==> src/rtl/pgperm_pkg.sv <==
package pgperm_pkg;

    // access codes
    localparam logic [1:0] ACC_RD = 2'd0;
    localparam logic [1:0] ACC_WR = 2'd1;
    localparam logic [1:0] ACC_EX = 2'd2;

    // permission vector bit positions {exec, write, read}
    localparam int PERM_W  = 3;
    localparam int P_READ  = 0;
    localparam int P_WRITE = 1;
    localparam int P_EXEC  = 2;

    // leaf entry fields
    localparam int GRANT_LSB = 0;
    localparam int SUPV_BIT  = 3;
    localparam int ATTR_LSB  = 4;
    localparam int ATTR_W    = 2;
    localparam logic [ATTR_W-1:0] ATTR_NIO = 2'b11;
    localparam int CHG_BIT   = 7;
    localparam int REF_BIT   = 8;

    // cause / status bits
    localparam int CAUSE_W     = 3;
    localparam int CAUSE_GUARD = 0;
    localparam int CAUSE_PROT  = 1;
    localparam int CAUSE_STORE = 2;

endpackage

==> src/rtl/pgperm_eval.sv <==
module pgperm_eval
    import pgperm_pkg::*;
(
    input  logic [1:0]         acc,
    input  logic               user_mode,
    input  logic [PERM_W-1:0]  grant,
    input  logic               supv_only,
    input  logic [ATTR_W-1:0]  attr,
    input  logic [1:0]         mask_rw,
    output logic [PERM_W-1:0]  perm_set,
    output logic               ok,
    output logic [CAUSE_W-1:0] fcause
);
    logic              io_exec;
    logic [PERM_W-1:0] need;
    logic [PERM_W-1:0] mask_perm;

    always_comb begin
        io_exec   = (attr == ATTR_NIO) && (acc == ACC_EX);
        mask_perm = {1'b1, mask_rw};

        unique case (acc)
            ACC_WR:  need = PERM_W'(1) << P_WRITE;
            ACC_EX:  need = PERM_W'(1) << P_EXEC;
            default: need = PERM_W'(1) << P_READ;
        endcase

        if (supv_only && user_mode)
            perm_set = '0;
        else if (user_mode || supv_only)
            perm_set = grant;
        else
            perm_set = grant & mask_perm;

        fcause = '0;
        if (io_exec) begin
            perm_set            = '0;
            fcause[CAUSE_GUARD] = 1'b1;
        end else if ((need & ~perm_set) != '0) begin
            fcause[CAUSE_PROT] = 1'b1;
        end
        ok = (fcause == '0);
    end
endmodule

==> src/rtl/pgperm_rc.sv <==
module pgperm_rc
    import pgperm_pkg::*;
#(
    parameter int PTE_W = 64
) (
    input  logic [PTE_W-1:0] pte_in,
    input  logic             is_write,
    output logic [PTE_W-1:0] pte_out,
    output logic             differs
);
    always_comb begin
        pte_out          = pte_in;
        pte_out[REF_BIT] = 1'b1;
        if (is_write)
            pte_out[CHG_BIT] = 1'b1;
        differs = (pte_out != pte_in);
    end
endmodule

==> src/rtl/pgperm_fault.sv <==
module pgperm_fault
    import pgperm_pkg::*;
#(
    parameter int EA_W = 64
) (
    input  logic               refuse,
    input  logic [1:0]         acc,
    input  logic [CAUSE_W-1:0] fcause,
    input  logic [EA_W-1:0]    ea,
    output logic               irq,
    output logic               instr,
    output logic [CAUSE_W-1:0] stat,
    output logic [EA_W-1:0]    addr
);
    always_comb begin
        irq   = refuse;
        instr = (acc == ACC_EX);
        stat  = fcause;
        addr  = '0;
        if (!instr) begin
            addr = ea;
            if (acc == ACC_WR)
                stat[CAUSE_STORE] = 1'b1;
        end
    end
endmodule

==> src/rtl/pgperm_check.sv <==
module pgperm_check
    import pgperm_pkg::*;
#(
    parameter int PTE_W = 64,
    parameter int EA_W  = 64,
    parameter int PA_W  = 56
) (
    input  logic               clk,
    input  logic               rst_n,
    input  logic               start,
    input  logic [1:0]         acc_type,
    input  logic               user_mode,
    input  logic [PTE_W-1:0]   pte,
    input  logic [1:0]         mask_rw,
    input  logic [EA_W-1:0]    eff_addr,
    input  logic [PA_W-1:0]    pte_addr,
    input  logic               wb_ready,
    output logic               done,
    output logic               allowed,
    output logic [PERM_W-1:0]  perm,
    output logic [CAUSE_W-1:0] cause,
    output logic [PTE_W-1:0]   new_pte,
    output logic               wb_valid,
    output logic [PA_W-1:0]    wb_addr,
    output logic [PTE_W-1:0]   wb_data,
    output logic               irq_valid,
    output logic               irq_instr,
    output logic [CAUSE_W-1:0] status,
    output logic [EA_W-1:0]    fault_addr
);
    typedef struct packed {
        logic               done;
        logic               allowed;
        logic [PERM_W-1:0]  perm;
        logic [CAUSE_W-1:0] cause;
        logic [PTE_W-1:0]   new_pte;
        logic               wb_valid;
        logic [PA_W-1:0]    wb_addr;
        logic [PTE_W-1:0]   wb_data;
        logic               irq_valid;
        logic               irq_instr;
        logic [CAUSE_W-1:0] status;
        logic [EA_W-1:0]    fault_addr;
    } state_t;

    state_t st_d, st_q;

    logic [PERM_W-1:0]  ev_perm;
    logic               ev_ok;
    logic [CAUSE_W-1:0] ev_cause;
    logic [PTE_W-1:0]   rc_pte;
    logic               rc_diff;
    logic               ff_irq, ff_instr;
    logic [CAUSE_W-1:0] ff_stat;
    logic [EA_W-1:0]    ff_addr;
    logic               accept;
    logic               is_write;

    assign is_write = (acc_type == ACC_WR);
    assign accept   = start && !st_q.wb_valid;

    pgperm_eval u_eval (
        .acc       (acc_type),
        .user_mode (user_mode),
        .grant     (pte[GRANT_LSB +: PERM_W]),
        .supv_only (pte[SUPV_BIT]),
        .attr      (pte[ATTR_LSB +: ATTR_W]),
        .mask_rw   (mask_rw),
        .perm_set  (ev_perm),
        .ok        (ev_ok),
        .fcause    (ev_cause)
    );

    pgperm_rc #(.PTE_W(PTE_W)) u_rc (
        .pte_in   (pte),
        .is_write (is_write),
        .pte_out  (rc_pte),
        .differs  (rc_diff)
    );

    pgperm_fault #(.EA_W(EA_W)) u_fault (
        .refuse (!ev_ok),
        .acc    (acc_type),
        .fcause (ev_cause),
        .ea     (eff_addr),
        .irq    (ff_irq),
        .instr  (ff_instr),
        .stat   (ff_stat),
        .addr   (ff_addr)
    );

    always_comb begin
        st_d           = st_q;
        st_d.done      = 1'b0;
        st_d.irq_valid = 1'b0;
        if (st_q.wb_valid && wb_ready)
            st_d.wb_valid = 1'b0;

        if (accept) begin
            st_d.done       = 1'b1;
            st_d.allowed    = ev_ok;
            st_d.cause      = ev_cause;
            st_d.irq_valid  = ff_irq;
            st_d.irq_instr  = ff_instr;
            st_d.status     = ff_stat;
            st_d.fault_addr = ff_addr;
            if (ev_ok) begin
                st_d.perm     = is_write ? ev_perm
                                         : (ev_perm & ~(PERM_W'(1) << P_WRITE));
                st_d.new_pte  = rc_pte;
                st_d.wb_valid = rc_diff;
                st_d.wb_addr  = pte_addr;
                st_d.wb_data  = rc_pte;
            end else begin
                st_d.perm     = '0;
                st_d.new_pte  = pte;
                st_d.wb_valid = 1'b0;
            end
        end
    end

    always_ff @(posedge clk) begin
        if (!rst_n)
            st_q <= '0;
        else
            st_q <= st_d;
    end

    assign done       = st_q.done;
    assign allowed    = st_q.allowed;
    assign perm       = st_q.perm;
    assign cause      = st_q.cause;
    assign new_pte    = st_q.new_pte;
    assign wb_valid   = st_q.wb_valid;
    assign wb_addr    = st_q.wb_addr;
    assign wb_data    = st_q.wb_data;
    assign irq_valid  = st_q.irq_valid;
    assign irq_instr  = st_q.irq_instr;
    assign status     = st_q.status;
    assign fault_addr = st_q.fault_addr;
endmodule

==> config.mk <==
export PLATFORM = sky130hd
export DESIGN_NAME = pgperm_check
export DESIGN_NICKNAME = d
export VERILOG_FILES = /design/src/rtl/pgperm_pkg.sv /design/src/rtl/pgperm_eval.sv /design/src/rtl/pgperm_rc.sv /design/src/rtl/pgperm_fault.sv /design/src/rtl/pgperm_check.sv
export SDC_FILE = /design/constraint.sdc
export NUM_CORES = 1
export LEC_CHECK = 0
export BUFFER_PORTS_ARGS = -buffer_cell sky130_fd_sc_hd__buf_4
export CORE_AREA = 2 2 177 179
export DETAILED_ROUTE_END_ITERATION = 16
export DIE_AREA = 0 0 179 181
export PLACE_DENSITY = 0.65
export SYNTH_ARGS = -nofsm -noshare
export SYNTH_HDL_FRONTEND = slang
export SYNTH_HIERARCHICAL = 1
export SYNTH_SLANG_ARGS = --single-unit
export TNS_END_PERCENT = 20
==> constraint.sdc <==
create_clock -name clk -period 2.1 [get_ports clk]
set_clock_uncertainty 0.15 [all_clocks]
set_input_delay 0.42 -clock clk [delete_from_list [all_inputs] [get_ports clk]]
set_output_delay 0.42 -clock clk [all_outputs]
set_load 0.05 [all_outputs]
# Word level (Yosys, flattened, before mapping)
# Index checks and enable logic that the tools add are counted.
# totals
regBits	261
latch_bits	0
mem_bits_rw	0
mem_bits_ro	0
inputBits	193
out_inout_bits	262
elab_cells	48
mem_count	0
# op_classes
addsub	0
n_mul	0
n_div	0
magnitude_cmp	0
eq_ne	4
shifts	0
n_mux	17
bitwise_logic	3
reduce_logical	12
# ops
operator	count
$mux 262	1
$mux 120	1
$mux 64	1
$mux 3	4
$mux 10	1
$mux 1	7
$and 3x3->3	2
$pmux 3 s2	1
$eq 2x2->1 const B	2
$logic_and 1x1->1	4
$reduce_and 2->1	2
$not 3->3	1
$reduce_bool 3->1	1
$eq 2x1->1 const B	1
$logic_not 1->1	2
$logic_not 2->1	1
$mux 2	1
$ne 2x2->1	1
$reduce_bool 2->1	1
$logic_or 1x1->1	1

# Logic depth before layout (Yosys ltp)
# depth
depth_word	11
mapped_depth	12

# Modules after synthesis
# The synthesis kept the hierarchy.
# modules_own_cells
mod	n_inst	cells_each	area_per_inst_um2	seq_area_each_um2
pgperm_check	1	1156	9914.5	5245.0
pgperm_fault	1	78	595.6	0.0
pgperm_rc	1	67	491.7	0.0
pgperm_eval	1	25	153.9	0.0

# Worst setup path before layout
# No wires, ideal clock.
# synth_path
path_kind	input to register
start	input mask_rw[1]
end	register st_q, in the netlist wb_addr[0]
arrival_time_ns	1.983
path_slack_ns	-0.149
path_stages	10
path_buffers	4
cell_sequence	or3_1 -> a31o_1 -> and4b_1 -> buf_2 -> and3b_1 -> buf_2 -> buf_6 -> buf_6 -> nand3_1 -> nand2_1
# synth_via
elab_chain_len	10
# synth_rtl
item	line	rtl
from (decl)	pgperm_check.sv:14	input logic [1:0] mask_rw,
$and 3x3->3	pgperm_eval.sv:33	perm_set = grant & mask_perm;
$mux 3	pgperm_eval.sv:30	else if (user_mode || supv_only)
$mux 3	pgperm_eval.sv:28	if (supv_only && user_mode)
$not 3->3	pgperm_eval.sv:39	end else if ((need & ~perm_set) != '0) begin
$and 3x3->3	pgperm_eval.sv:39	
$reduce_bool 3->1	pgperm_eval.sv:39	
$mux 1	pgperm_eval.sv:39	
$mux 1	pgperm_eval.sv:36	if (io_exec) begin
$logic_not 2->1	pgperm_eval.sv:42	ok = (fcause == '0);
via ev_ok	pgperm_check.sv:49	logic ev_ok;
$reduce_and 2->1 (no line)	--	
to (signal assigned)	pgperm_check.sv:126	st_q <= st_d;
to (decl)	pgperm_check.sv:46	state_t st_d, st_q;
# The timed path passes the listed nets, and every way through them passes these cells.
# A chain may end at the register's enable or synchronous reset.

# Worst setup path in the final report
# layout_path
start	register st_q, in the netlist wb_valid
end	output wb_valid
# layout_rtl
item	line	rtl
to (decl)	pgperm_check.sv:23	output logic wb_valid,
# No word-level cell between the ends.

==> impl_metrics.ini <==
[logic_synthesis]
synthAdderAreaFrac_pct = 0.224
synthFlopType = dfxtp_1
synth_largest_area_cell = dfxtp_1
avgSynthCellArea_um2 = 8.41
synth_top_family_by_area = simple AND/OR/NAND/NOR gates
ys_seq_elements = 262
yosysSeqAreaShare_pct = 47.0
synth-edff-count = 0
postSynthCellCount = 1326
synthTopCellsByCount = nand2_1, dfxtp_1, nand3_1, buf_4, a21boi_1
synth_top_cell_area_share_pct = 47.0
yosysMostFrequentCell = nand2_1
yosysUniqueCellTypes = 33
synth.area.mux_share_pct = 5.74
syn_area_um2 = 11200
syn-num-nets = 1521
synth.area.top_cells = dfxtp_1, nand3_1, nand2_1
synth-simple-area-share_pct = 25.4
synth_compound_area_share_pct = 11.1
synth_xor_area_share_pct = 0
ys_async_sr_fraction_pct = 0
yosys_warnings = 6

[pwr]
p_int_mw = 9.82
power_leakage_nw = 8.19
sw_frac_of_total_pct = 31.8
power.density_nw_per_um2 = 847
vdd_drop_max_mv = 0.620
power_frac_clock_pct = 35.6
switchingPower_mw = 4.59
seqPwrFrac_pct = 38.3
combPwrFrac_pct = 26.1

[timing]
hold_viol = 0
fin_crit_sh_pct = 88.1
relSlewSlack_pct = 62.2
setup_slack_ns = 0.250
hold_slack_ns = 0.0598
tightest_slew_ns = 0.567
report.final.slew_viol_count = 0
tns_ns = 0
fmax_ghz = 0.541
rsz0062_at_grt = no
final.min_clock_period_ns = 1.85
setup_viol = 0

[detailed_routing]
drt_iter0_markers = 533
final_antenna_net_count = 0
drt_pass1_iterations = 5
wl_per_cell_um = 16.3
vias = 10800
drc_errors = 0
via_per_inst = 4.84
routed_wl_um = 36600

[cells_and_area]
instances_no_fill = 2241
nFillCells = 2685
final_nets = 2016
stdcell_area_um2 = 17000
drive_gt1_share_pct = 34.0
syn_to_final_growth_pct = 52.5

[placed_design]
dp_hpwl_um = 25300
pre_cts_slack_ns = -0.277
placed_cell_area_um2 = 14900
port_buffers = 454
dp.cells = 2071
gp_congestion = 0.794

[grt]
grt_overflow_total = 0
grt_pass1_wl_um = 55900
grt_use_total_pct = 21.3
grt_max_degree = 90
antenna_found_initial = 0
grt_pass1_vias = 10400

[clock_tree]
cts.htree.levels = 1
path_clk_slew_ns = 0.06
ctsResizeCount = 0
ctsRootBufferMaster = clkbuf_16
cts_tree = yes
clock_sinks = 262
numCtsBuffers = 29
post_cts_buffers = 0
clk_latency_ns = 0.55
clock_path_buffers = 3

[job]
cap_violations = 0

[worst_setup_path]
crit_path_top_delay_cell = dfxtp_1
path_cells = buf_4
critical_path_class = flop to primary output
crit_family = flip-flops
critPathRequiredTime_ns = 1.53
slowest_delay_ns = 0.47
critical_path.max_fanout = 6
critPathArrivalTime_ns = 1.28
cp_num_buf_inv = 1
crit_path_end_kind = primary output
start_kind = flop

[die]
die-area_um2 = 32400
core-area_um2 = 30300
num_io_pins = 455
initial_core_util_pct = 36.8
num_rows = 64
die_y_um = 181
fp.dieW_um = 179

[min_path]
hold_class = primary input to flop

[outcome]
status = finished, final reports clean
-- area by class of cell --
| type | count | area [um2] | area share, % |
|---|---|---|---|
| Multi-Input combinational cell | 872 | 4830 | 28.4 |
| Inverter | 8 | 30.0 | 0.176 |
| Tap cell | 396 | 495 | 2.91 |
| Clock buffer | 45 | 866 | 5.09 |
| Sequential cell | 262 | 5250 | 30.8 |
| Clock inverter | 8 | 97.6 | 0.574 |
| Timing Repair Buffer | 648 | 5450 | 32.0 |
| Antenna cell | 2 | 5.00 | 0.0294 |
-- power by group through the flow --
stage	Clock [mW]	Sequential [mW]	Combinational (mW)
6_report	5.13	5.52	3.76
4_1_cts	5.26	5.51	3.77
2_1_floorplan	0	6.81	1.13
3_3_place_gp	0	5.61	3.56
3_5_place_dp	0	5.62	3.58
5_1_grt	5.46	5.55	3.98
-- kinds of logic (layout without fill, tap and decap cells) --
| group | Yosys count | count (layout) |
|---|---|---|
| flops | 262 | 262 |
| other cells | 2 | 4 |
| mux | 64 | 64 |
| compound gates | 208 | 208 |
| buf+inv | 192 | 709 |
| simple gates | 596 | 596 |
| fa+ha+maj | 2 | 2 |
-- flip-flops by register name (all words and copies together) (netlist names) --
name	cells
cause	3
status	3
allowed	1
wb_addr	56
perm	3
irq_instr	1
done	1
new_pte	64
wb_valid	1
irq_valid	1
wb_data	64
fault_addr	64
-- timing repair --
item	in CTS	in global routing
setup endpoints to repair	0	0
hold buffers	115	0
hold endpoints to repair	117	0
-- layer usage --
metal	part of all wire, %	global-route usage [%]	wire [um]
met1	40	25.6	14600
met2	47	35.6	17400
met3	8.4	5.91	3060
met4	4.2	8.75	1520
met5	0	0	0
-- per-stage QoR --
step                total power [mW]  util [%]
finish                          14.4      56.1
floorplan                       7.94         -
global placement                9.17      49.1
CTS                             14.5      56.1
global route                    15.0      56.1
detailed placement              9.20      49.1
-- path summary, 6_finish.rpt --
| check | startpoint | endpoint | slack (ns) | cells past startpoint |
|---|---|---|---|---|
| setup / recovery | wb_valid | wb_valid | 0.25 | 1 |
| hold / removal | pte[4] | wb_data[4] | 0.06 | 4 |
| setup reg to reg | wb_valid | fault_addr[49] | 0.43 | 4 |
| hold reg to reg | wb_addr[13] | wb_addr[13] | 0.30 | 2 |
-- placed cells by master, fill, tap and decap left out, types with 8 or more instances in the layout --
cell,netlist,routed
a21boi_1,71,71
mux2i_1,64,64
clkbuf_8,0,8
inv_1,8,8
clkbuf_1,38,8
o21ai_0,25,25
a21oi_1,65,65
o21ai_1,41,41
nand3_2,0,13
clkbuf_16,0,29
dfxtp_1,262,262
and2_1,36,36
dlygate4sd3_1,0,115
nand3_1,246,233
buf_4,73,509
buf_12,0,23
and2_4,29,29
nand2_1,267,267
Note: power is estimated with default switching activity, not from simulation.
